[src/rtl/hpc_pkg.sv]
package hpc_pkg;
  typedef enum logic [1:0] {
    SEL_CTRL     = 2'b00,
    SEL_DATA_INC = 2'b01,
    SEL_ADDR     = 2'b10,
    SEL_DATA     = 2'b11
  } hsel_e;

  localparam int BIT_DSPINT = 1;
  localparam int BIT_HINT   = 2;
  localparam int PAGE_LO    = 8;
endpackage

[src/rtl/hpc_sync.sv]
module hpc_sync #(
  parameter int             W       = 1,
  parameter int             STAGES  = 2,
  parameter logic [W-1:0]   RST_VAL = '0
) (
  input  logic         clk,
  input  logic         rst_n,
  input  logic [W-1:0] d,
  output logic [W-1:0] q
);
  logic [STAGES-1:0][W-1:0] chain_q;

  always_ff @(posedge clk or negedge rst_n) begin
    if (!rst_n) chain_q <= {STAGES{RST_VAL}};
    else        chain_q <= {chain_q[STAGES-2:0], d};
  end

  assign q = chain_q[STAGES-1];
endmodule

[src/rtl/hpc_front.sv]
module hpc_front #(
  parameter int BLANK  = 3,
  parameter int STAGES = 2
) (
  input  logic clk,
  input  logic rst_n,
  input  logic port_rst_n,
  input  logic cs_n,
  input  logic as_n,
  input  logic ds1_n,
  input  logic ds2_n,
  output logic port_ok,
  output logic stb_fall,
  output logic stb_rise,
  output logic as_rise
);
  localparam int CW = $clog2(BLANK + 1);

  logic          stb_raw_n, as_raw_n;
  logic [2:0]    sync_q;
  logic          stb_s, as_s;
  logic          stb_prev_q, as_prev_q;
  logic [CW-1:0] blank_q, blank_d;
  logic          acc_ok;

  // one combined strobe: active when exactly one data strobe is low
  assign stb_raw_n = (ds1_n ~^ ds2_n) | cs_n;
  assign as_raw_n  = as_n | cs_n;

  hpc_sync #(.W(3), .STAGES(STAGES), .RST_VAL(3'b011)) u_sync (
    .clk   (clk),
    .rst_n (rst_n),
    .d     ({port_rst_n, as_raw_n, stb_raw_n}),
    .q     (sync_q)
  );

  assign port_ok = sync_q[2];
  assign as_s    = sync_q[1];
  assign stb_s   = sync_q[0];

  always_comb begin
    blank_d = blank_q;
    if (!port_ok)          blank_d = CW'(BLANK);
    else if (blank_q != 0) blank_d = blank_q - CW'(1);
  end

  always_ff @(posedge clk or negedge rst_n) begin
    if (!rst_n) begin
      blank_q    <= CW'(BLANK);
      stb_prev_q <= 1'b1;
      as_prev_q  <= 1'b1;
    end else begin
      blank_q    <= blank_d;
      stb_prev_q <= stb_s;
      as_prev_q  <= as_s;
    end
  end

  assign acc_ok   = port_ok && (blank_q == '0);
  assign stb_fall = acc_ok &&  stb_prev_q && !stb_s;
  assign stb_rise = acc_ok && !stb_prev_q &&  stb_s;
  assign as_rise  = acc_ok && !as_prev_q  &&  as_s;
endmodule

[src/rtl/hpc_regs.sv]
module hpc_regs
  import hpc_pkg::*;
#(
  parameter int          AW       = 18,
  parameter int          DW       = 16,
  parameter logic [AW-1:0] REL_ADDR = 18'h0002F
) (
  input  logic          clk,
  input  logic          rst_n,
  input  logic          port_ok,
  input  logic          stb_fall,
  input  logic          stb_rise,
  input  logic          as_rise,
  input  logic          mode_nonmux,
  input  logic          host_rw,
  input  logic [1:0]    host_sel,
  input  logic [AW-1:0] host_addr,
  input  logic [DW-1:0] host_din,
  input  logic          core_rs_n,
  input  logic          dsp_hint_set,
  input  logic          mem_ack,
  input  logic [DW-1:0] mem_rdata,
  output logic [DW-1:0] host_dout,
  output logic          host_rdy,
  output logic          host_int_n,
  output logic          dsp_int,
  output logic          core_hold,
  output logic          mem_req,
  output logic          mem_we,
  output logic [AW-1:0] mem_addr,
  output logic [DW-1:0] mem_wdata
);
  localparam int PW = AW - DW;

  logic [AW-1:0] addr_q, addr_d, maddr_q, maddr_d;
  logic [PW-1:0] page_q, page_d;
  logic [DW-1:0] dout_q, dout_d, wdata_q, wdata_d, ctrl_w;
  logic          hint_q, hint_d, hold_q, hold_d, req_q, req_d;
  logic          we_q, we_d, inc_q, inc_d, dint_q, dint_d;
  hsel_e         sel;

  assign sel = hsel_e'(host_sel);

  always_comb begin
    ctrl_w                   = '0;
    ctrl_w[BIT_HINT]         = hint_q;
    ctrl_w[PAGE_LO +: PW]    = page_q;
  end

  always_comb begin
    addr_d  = addr_q;  page_d  = page_q;  dout_d = dout_q;
    wdata_d = wdata_q; maddr_d = maddr_q; hint_d = hint_q;
    hold_d  = hold_q;  req_d   = req_q;   we_d   = we_q;
    inc_d   = inc_q;   dint_d  = 1'b0;
    if (!port_ok) begin
      addr_d = '0; page_d = '0; hint_d = 1'b0;
      hold_d = core_rs_n; req_d = 1'b0; inc_d = 1'b0;
    end else begin
      if (req_q) begin
        if (mem_ack) begin
          req_d = 1'b0;
          inc_d = 1'b0;
          if (!we_q) dout_d = mem_rdata;
          if (inc_q) addr_d = addr_q + AW'(1);
        end
      end else if (stb_fall && host_rw) begin
        if (mode_nonmux) begin
          req_d = 1'b1; we_d = 1'b0; maddr_d = host_addr; inc_d = 1'b0;
        end else begin
          case (sel)
            SEL_CTRL: dout_d = ctrl_w;
            SEL_ADDR: dout_d = addr_q[DW-1:0];
            default: begin
              req_d = 1'b1; we_d = 1'b0; maddr_d = addr_q;
              inc_d = (sel == SEL_DATA_INC);
            end
          endcase
        end
      end else if (stb_rise && !host_rw) begin
        if (mode_nonmux) begin
          req_d = 1'b1; we_d = 1'b1; maddr_d = host_addr;
          wdata_d = host_din; inc_d = 1'b0;
          if (host_addr == REL_ADDR) hold_d = 1'b0;
        end else begin
          case (sel)
            SEL_CTRL: begin
              dint_d = host_din[BIT_DSPINT];
              if (host_din[BIT_HINT]) hint_d = 1'b0;
              page_d = host_din[PAGE_LO +: PW];
            end
            SEL_ADDR: addr_d = {page_q, host_din};
            default: begin
              req_d = 1'b1; we_d = 1'b1; maddr_d = addr_q;
              wdata_d = host_din; inc_d = (sel == SEL_DATA_INC);
              if (addr_q == REL_ADDR) hold_d = 1'b0;
            end
          endcase
        end
      end else if (as_rise && !mode_nonmux) begin
        addr_d = {page_q, host_din};
      end
      if (mode_nonmux)       hint_d = 1'b0;
      else if (dsp_hint_set) hint_d = 1'b1;
    end
  end

  always_ff @(posedge clk or negedge rst_n) begin
    if (!rst_n) begin
      addr_q <= '0; page_q <= '0; dout_q <= '0; wdata_q <= '0;
      maddr_q <= '0; hint_q <= 1'b0; hold_q <= 1'b1; req_q <= 1'b0;
      we_q <= 1'b0; inc_q <= 1'b0; dint_q <= 1'b0;
    end else begin
      addr_q <= addr_d; page_q <= page_d; dout_q <= dout_d; wdata_q <= wdata_d;
      maddr_q <= maddr_d; hint_q <= hint_d; hold_q <= hold_d; req_q <= req_d;
      we_q <= we_d; inc_q <= inc_d; dint_q <= dint_d;
    end
  end

  assign host_dout  = dout_q;
  assign host_rdy   = !req_q;
  assign host_int_n = !hint_q;
  assign dsp_int    = dint_q;
  assign core_hold  = hold_q;
  assign mem_req    = req_q;
  assign mem_we     = we_q;
  assign mem_addr   = maddr_q;
  assign mem_wdata  = wdata_q;
endmodule

[src/rtl/hostport_ctrl.sv]
module hostport_ctrl #(
  parameter int            AW       = 18,
  parameter int            DW       = 16,
  parameter int            BLANK    = 3,
  parameter int            STAGES   = 2,
  parameter logic [AW-1:0] REL_ADDR = 18'h0002F
) (
  input  logic          clk,
  input  logic          rst_n,
  input  logic          port_rst_n,
  input  logic          mode_nonmux,
  input  logic          host_cs_n,
  input  logic          host_as_n,
  input  logic          host_ds1_n,
  input  logic          host_ds2_n,
  input  logic          host_rw,
  input  logic [1:0]    host_sel,
  input  logic [AW-1:0] host_addr,
  input  logic [DW-1:0] host_din,
  output logic [DW-1:0] host_dout,
  output logic          host_rdy,
  output logic          host_int_n,
  input  logic          core_rs_n,
  output logic          core_hold,
  input  logic          dsp_hint_set,
  output logic          dsp_int,
  output logic          mem_req,
  output logic          mem_we,
  output logic [AW-1:0] mem_addr,
  output logic [DW-1:0] mem_wdata,
  input  logic [DW-1:0] mem_rdata,
  input  logic          mem_ack
);
  logic port_ok, stb_fall, stb_rise, as_rise;

  hpc_front #(.BLANK(BLANK), .STAGES(STAGES)) u_front (
    .clk        (clk),
    .rst_n      (rst_n),
    .port_rst_n (port_rst_n),
    .cs_n       (host_cs_n),
    .as_n       (host_as_n),
    .ds1_n      (host_ds1_n),
    .ds2_n      (host_ds2_n),
    .port_ok    (port_ok),
    .stb_fall   (stb_fall),
    .stb_rise   (stb_rise),
    .as_rise    (as_rise)
  );

  hpc_regs #(.AW(AW), .DW(DW), .REL_ADDR(REL_ADDR)) u_regs (
    .clk          (clk),
    .rst_n        (rst_n),
    .port_ok      (port_ok),
    .stb_fall     (stb_fall),
    .stb_rise     (stb_rise),
    .as_rise      (as_rise),
    .mode_nonmux  (mode_nonmux),
    .host_rw      (host_rw),
    .host_sel     (host_sel),
    .host_addr    (host_addr),
    .host_din     (host_din),
    .core_rs_n    (core_rs_n),
    .dsp_hint_set (dsp_hint_set),
    .mem_ack      (mem_ack),
    .mem_rdata    (mem_rdata),
    .host_dout    (host_dout),
    .host_rdy     (host_rdy),
    .host_int_n   (host_int_n),
    .dsp_int      (dsp_int),
    .core_hold    (core_hold),
    .mem_req      (mem_req),
    .mem_we       (mem_we),
    .mem_addr     (mem_addr),
    .mem_wdata    (mem_wdata)
  );
endmodule

[config.mk]
export PLATFORM = sky130hd
export DESIGN_NAME = hostport_ctrl
export DESIGN_NICKNAME = d
export VERILOG_FILES = /design/src/rtl/hpc_pkg.sv /design/src/rtl/hpc_sync.sv /design/src/rtl/hpc_front.sv /design/src/rtl/hpc_regs.sv /design/src/rtl/hostport_ctrl.sv
export SDC_FILE = /design/constraint.sdc
export NUM_CORES = 1
export LEC_CHECK = 0
export BUFFER_PORTS_ARGS = -buffer_cell sky130_fd_sc_hd__buf_4
export CELL_PAD_IN_SITES_DETAIL_PLACEMENT = 1
export CELL_PAD_IN_SITES_GLOBAL_PLACEMENT = 1
export CORE_ASPECT_RATIO = 1.2
export CORE_MARGIN = 3
export CORE_UTILIZATION = 36
export DETAILED_ROUTE_END_ITERATION = 6
export PLACE_DENSITY_LB_ADDON = 0.15
export SYNTH_ARGS = -nofsm -noshare
export SYNTH_HDL_FRONTEND = slang
export SYNTH_SLANG_ARGS = --single-unit
[constraint.sdc]
create_clock -name clk -period 2.3 [get_ports clk]
set_clock_uncertainty 0.1 [all_clocks]
set_input_delay 0.115 -clock clk [delete_from_list [all_inputs] [get_ports clk]]
set_output_delay 0.115 -clock clk [all_outputs]
set_load 0.02 [all_outputs]
; ---- Yosys cells after proc, flatten, opt, wreduce, memory -nomap -nowiden
; Cells that the tools add are included.
[word_totals]
elab_cells = 158
register_bits = 86
out_inout_bits = 56
[op_classes]
n_eq_ne = 31
reduce_logical = 33
mux = 71
addsub = 2
bitwise = 5
[ops]
columns = op, count
row1 = 2-to-1 mux 18 bit, 13
row2 = 2-to-1 mux 16 bit, 7
row3 = 2-to-1 mux 1 bit, 42
row4 = "equality test 18 x 6 -> 1 bit, second input constant", 2
row5 = case mux 16 bit (2 select lines), 1
row6 = AND reduction 5 bit, 4
row7 = "adder 18 x 1 -> 18 bit, second input constant", 1
row8 = AND reduction 6 bit, 3
row9 = 2-to-1 mux 2 bit, 8
row10 = "inequality test 4 x 3 -> 1 bit, second input constant", 4
row11 = "inequality test 3 bit, second input constant", 5
row12 = "inequality test 4 bit, second input constant", 3
row13 = logical AND 1 bit, 10
row14 = "inequality test 2 x 1 -> 1 bit, second input constant", 5
row15 = "inequality test 2 bit, second input constant", 5
row16 = "inequality test 3 x 2 -> 1 bit, second input constant", 3
row17 = "inequality test 4 x 1 -> 1 bit, second input constant", 2
row18 = zero test 1 bit, 7
row19 = nonzero test 2 bit, 3
row20 = zero test 2 bit, 2
row21 = AND reduction 3 bit, 1
row22 = nonzero test 3 bit, 1
row23 = "equality test 2 x 1 -> 1 bit, second input constant", 1
row24 = "equality test 2 bit, second input constant", 1
row25 = other kinds (6), 8

; ---- Longest topological paths before layout
[depth]
depth_word = 11
mapped_depth = 10

; ---- Hierarchy
; From an unflattened synthesis, not the netlist that was laid out.
[unflattened]
cells_unflattened = 447
area_unflattened_um2 = 4398.0
[modules_own_cells]
columns = module, area_each_um2, cells_each, instances, seq_area_each_um2
row1 = hpc_regs, 4006.3, 420, 1, 1903.1
row2 = hpc_front, 214.0, 18, 1, 105.1
row3 = hpc_sync, 177.7, 9, 1, 155.1

; ---- Worst setup path before layout
; No wires, ideal clock.
[synth_path]
path_type = reg2reg
from = register u_front.blank_q[0]
to = register u_regs.addr_q[0]
stages_incl_launch_ff = 11
t_arrival_ps = 1927
path_slack_ps = 144
setup_time_ps = 129
t_required_ps = 2071
cell_sequence = dfstp_2 > inv_1 > ha_1 > buf_2 > nand2_1 > o32ai_1 > or3_1 > buf_6 > buf_12 > o21ai_2 > o31ai_1
[synth_via]
elab_chain_len = 9
[synth_lines]
columns = item, line
row1 = "start, declared", hpc_front.sv:23  ; logic [CW-1:0] blank_q, blank_d;
row2 = "start signal, assigned", hpc_front.sv:49  ; blank_q <= CW'(BLANK);
row3 = "start signal, assigned", hpc_front.sv:53  ; blank_q <= blank_d;
row4 = zero test 2 bit *, hpc_front.sv:59  ; assign acc_ok = port_ok && (blank_q == '0);
row5 = logical AND 1 bit *, hpc_front.sv:59
row6 = logical AND 1 bit (2 in a row), hpc_front.sv:61  ; assign stb_rise = acc_ok && !stb_prev_q && stb_s;
row7 = logical AND 1 bit, hpc_regs.sv:79  ; end else if (stb_rise && !host_rw) begin
row8 = 2-to-1 mux 18 bit, hpc_regs.sv:79
row9 = 2-to-1 mux 18 bit, hpc_regs.sv:66  ; end else if (stb_fall && host_rw) begin
row10 = 2-to-1 mux 18 bit, hpc_regs.sv:59  ; if (req_q) begin
row11 = 2-to-1 mux 18 bit, hpc_regs.sv:55  ; if (!port_ok) begin
row12 = "end signal, assigned", hpc_regs.sv:113  ; addr_q <= addr_d; page_q <= page_d; dout_q <= dout_d; wdata_q <= wdata_d;
row13 = "end, declared", hpc_regs.sv:35  ; logic [AW-1:0] addr_q, addr_d, maddr_q, maddr_d;
; Mark *: on every way between the ends. The rest lies on a longest branch, timed or not. The select of a mux whose other input is x is not followed.
; A chain may end at the register's enable or synchronous reset.

; ---- Final worst setup path
[layout_path]
from = register u_front.blank_q[0]
to = register u_regs.addr_q[2]
; Same word-level chain as after synthesis.

==> results.toml <==
[synthesis]
synth_area_um2 = 4290
synth_cells = 420
ys_types = 56
synth_edf_count = 0
yosys_warnings = 0
synth_ff_type = "dfrtp_1"
synth_fp_nets = 486
ys_ff_latch = 86
async_flop_share = 1.00
seq_area_frac_synth = 0.504
postSynthAreaPerCell_um2 = 10.2

[worst_setup_path]
crit_top_cell = "o21ai_0"
crit_path_max_incr_delay_ps = 540
end_kind = "flop"
path_max_fanout = 19
crit_chain = "inv_1, ha_1, nand2_1, o32ai_1, or3_1, buf_12, o21ai_0, o21ai_0"
critPathKind = "flop to flop"
cp.arrival_ps = 2320
start_kind = "flop"
crit_required_ps = 2410
crit_slowest_cell = "dfstp_2"

[power_and_ir_drop]
vdd_drop_max_uv = 345
power.leakage_nw = 2.93
powerDensity_nw_per_um2 = 699

[run_status]
outcome = "finished with violations"
violations = "hold timing"

[placement]
place_congestion = 0.805
dp_hpwl_mm = 10.6
placed_area_um2 = 5490
dp.cells = 698
numPortBuffers = 119
pre_cts_slack_ps = 86.5

[grt]
grt_remaining_overflow = 0
gr-usage-all-layers = 0.227
antenna_found_initial = 0
grt_pass1_vias = 4360
grt_pass1_wl_mm = 23.6
grt_max_degree = 53

[routing]
ant_nets = 0
drc = 0
wirelength_mm = 14.7
vias_per_cell = 5.34
first_pass_iters = 4
vias = 4005
avgRoutedWirePerCell_um = 19.6
drtIter0Drc = 202

[cells_and_area]
final-instance-count-excl-fill = 750
fin_nets = 654
drive_above_1_share = 0.358
stdcell_area_um2 = 6170
antenna_cells = 0
syn_to_final_growth_pct = 44.0

[floorplan]
die_h_um = 126
io_pins = 120
fp.dieW_um = 106
rows = 43
core_um2 = 11600
die_area_um2 = 13300
start_util = 0.369

[min_path]
hold_path.class = "input pin to flop"

[timing]
finalSetupViolations = 0
worst_slack_ps = 90.9
finalHoldViolCount = 2
fin_crit_ps = 2210
drv_slew = 0
tightest_slew_ps = 485
fin_tns_setup_ps = 0
rsz0062_at_grt = "no"
slew_headroom = 0.677
hold_ws_ps = -1.17
fmax_ghz = 0.453
layout_worst_path_cycle_share = 0.960

[run]
drv_cap = 0

[clock_tree]
root_buffer = "clkbuf_16"
cts_buffer_depth = 2
htree_levels = 3
cts_buffers = 9
path_clk_slew_ps = 60
tritoncts = "done"
cts_sinks = 86
clock_latency_ps = 340
## cell type report
type	instances	area (µm²)
fillers	1323	5450
flip-flops and latches	86	2160
multi-input cells	295	1940
repair buffers	186	1510
clock buffers	13	260
well taps	157	196
clock inverters	3	67.6
inverters	10	37.5
## power breakdown
group          internal [W]  switching (W)  leakage, nW
clock network       0.00101       0.000596        0.156
logic              0.000430       0.000471         1.64
registers           0.00168       0.000124         1.14
total               0.00312        0.00119         2.93
## worst paths after layout
path	startpoint	endpoint	slack, ps	cells after the start
setup / recovery	u_front.blank_q[0]	u_regs.addr_q[2]	90	8
hold / removal	mem_rdata[7]	u_regs.host_dout[7]	-1	3
setup reg to reg	u_front.blank_q[0]	u_regs.addr_q[2]	90	8
hold reg to reg	u_front.u_sync.chain_q[2]	u_front.u_sync.q[2]	250	0
max in group asynchronous	rst_n	u_regs.addr_q[8]	1290	3
min in group asynchronous	rst_n	u_regs.mem_addr[12]	160	2
## sequential cells by signal (all words and copies together) (netlist names)
| signal | cells |
|---|---|
| u_regs.mem_req | 1 |
| u_front.stb_prev_q | 1 |
| u_regs.dsp_int | 1 |
| u_front.as_prev_q | 1 |
| u_front.u_sync.q | 3 |
| u_regs.inc_q | 1 |
| u_regs.mem_wdata | 16 |
| u_regs.hint_q | 1 |
| u_regs.host_dout | 16 |
| u_regs.core_hold | 1 |
| u_regs.mem_we | 1 |
| u_regs.addr_q | 18 |
| u_front.u_sync.chain_q | 3 |
| u_regs.mem_addr | 18 |
| u_front.blank_q | 2 |
| u_regs.page_q | 2 |
## cell families after synthesis
logic type | count (synthesis) | synth area share
mux | 43 | 0.106
flops | 86 | 0.504
xor+xnor | 2 | 0.00408
simple gates | 133 | 0.170
buf+inv | 39 | 0.0449
compound gates | 115 | 0.165
fa+ha+maj | 2 | 0.00583
## synth_stat cells, types with 4 or more instances
cell / n / share of area
o21ai_0: 35 / 0.041
nor2_1: 31 / 0.027
a31oi_1: 5 / 0.0073
clkbuf_1: 15 / 0.013
dfstp_2: 9 / 0.055
dfrtp_1: 77 / 0.45
o21ai_1: 6 / 0.0070
nor2b_1: 5 / 0.0073
and3_1: 4 / 0.0058
nand3_1: 10 / 0.012
o21ai_2: 6 / 0.012
nor3_1: 6 / 0.0070
inv_1: 10 / 0.0088
buf_2: 9 / 0.011
nand4_1: 8 / 0.012
mux2_2: 20 / 0.053
mux2i_1: 23 / 0.054
a21oi_1: 26 / 0.030
nand2_1: 36 / 0.032
a22oi_1: 17 / 0.030
nor4_1: 6 / 0.0088
## critical path, delay by kind of cell, from the launching register on
kind | cells | cell delay [ps]
DFF | 1 | 540
AOI/OAI and AO/OA | 3 | 450
and+or+nand+nor | 2 | 540
adders and majority gates | 1 | 230
buffers and inverters | 2 | 220
## cells in the final DEF (no fill, tap or decap), types with 4 or more instances in the layout
cell           netlist  routed
dfrtp_1             77      76
inv_1               10      10
and3_1               4       4
o21ai_1              6       7
a21oi_1             26      26
o21ai_2              6       6
nand4_1              8       8
nand2_1             36      36
buf_4                1     150
mux2_2              20      20
a22oi_1             17      17
o21ai_0             35      34
nand3_1             10      10
nor2_1              31      31
dlygate4sd3_1        0      34
dfstp_2              9       9
clkbuf_16            0       9
a31oi_1              5       5
nor4_1               6       6
nor3_1               6       6
nor2b_1              5       5
mux2i_1             23      23
## per-layer routing
metal	vias up	global-route usage	wire [µm]
met4	0	0.0701	276
li1	1871	-	-
met2	137	0.395	7500
met1	1977	0.286	6090
met3	20	0.0408	844
met5	-	0	0
## repair_timing
| action | 4_1_cts | 5_1_grt |
|---|---|---|
| setup endpoints to repair | 0 | 5 |
| endpoints found under the hold margin | 78 | 0 |
| setup buffers | 0 | 2 |
| gates resized for setup | 0 | 3 |
| hold buffers | 34 | 0 |
## stage by stage
step / total power [W] / utilization
detailed placement: 0.00268 / 0.472
floorplan: 0.00221 / -
finish: 0.00432 / 0.531
CTS: 0.00435 / 0.530
global route: 0.00450 / 0.531
global placement: 0.00265 / 0.472
(Power assumes the default switching activity.)
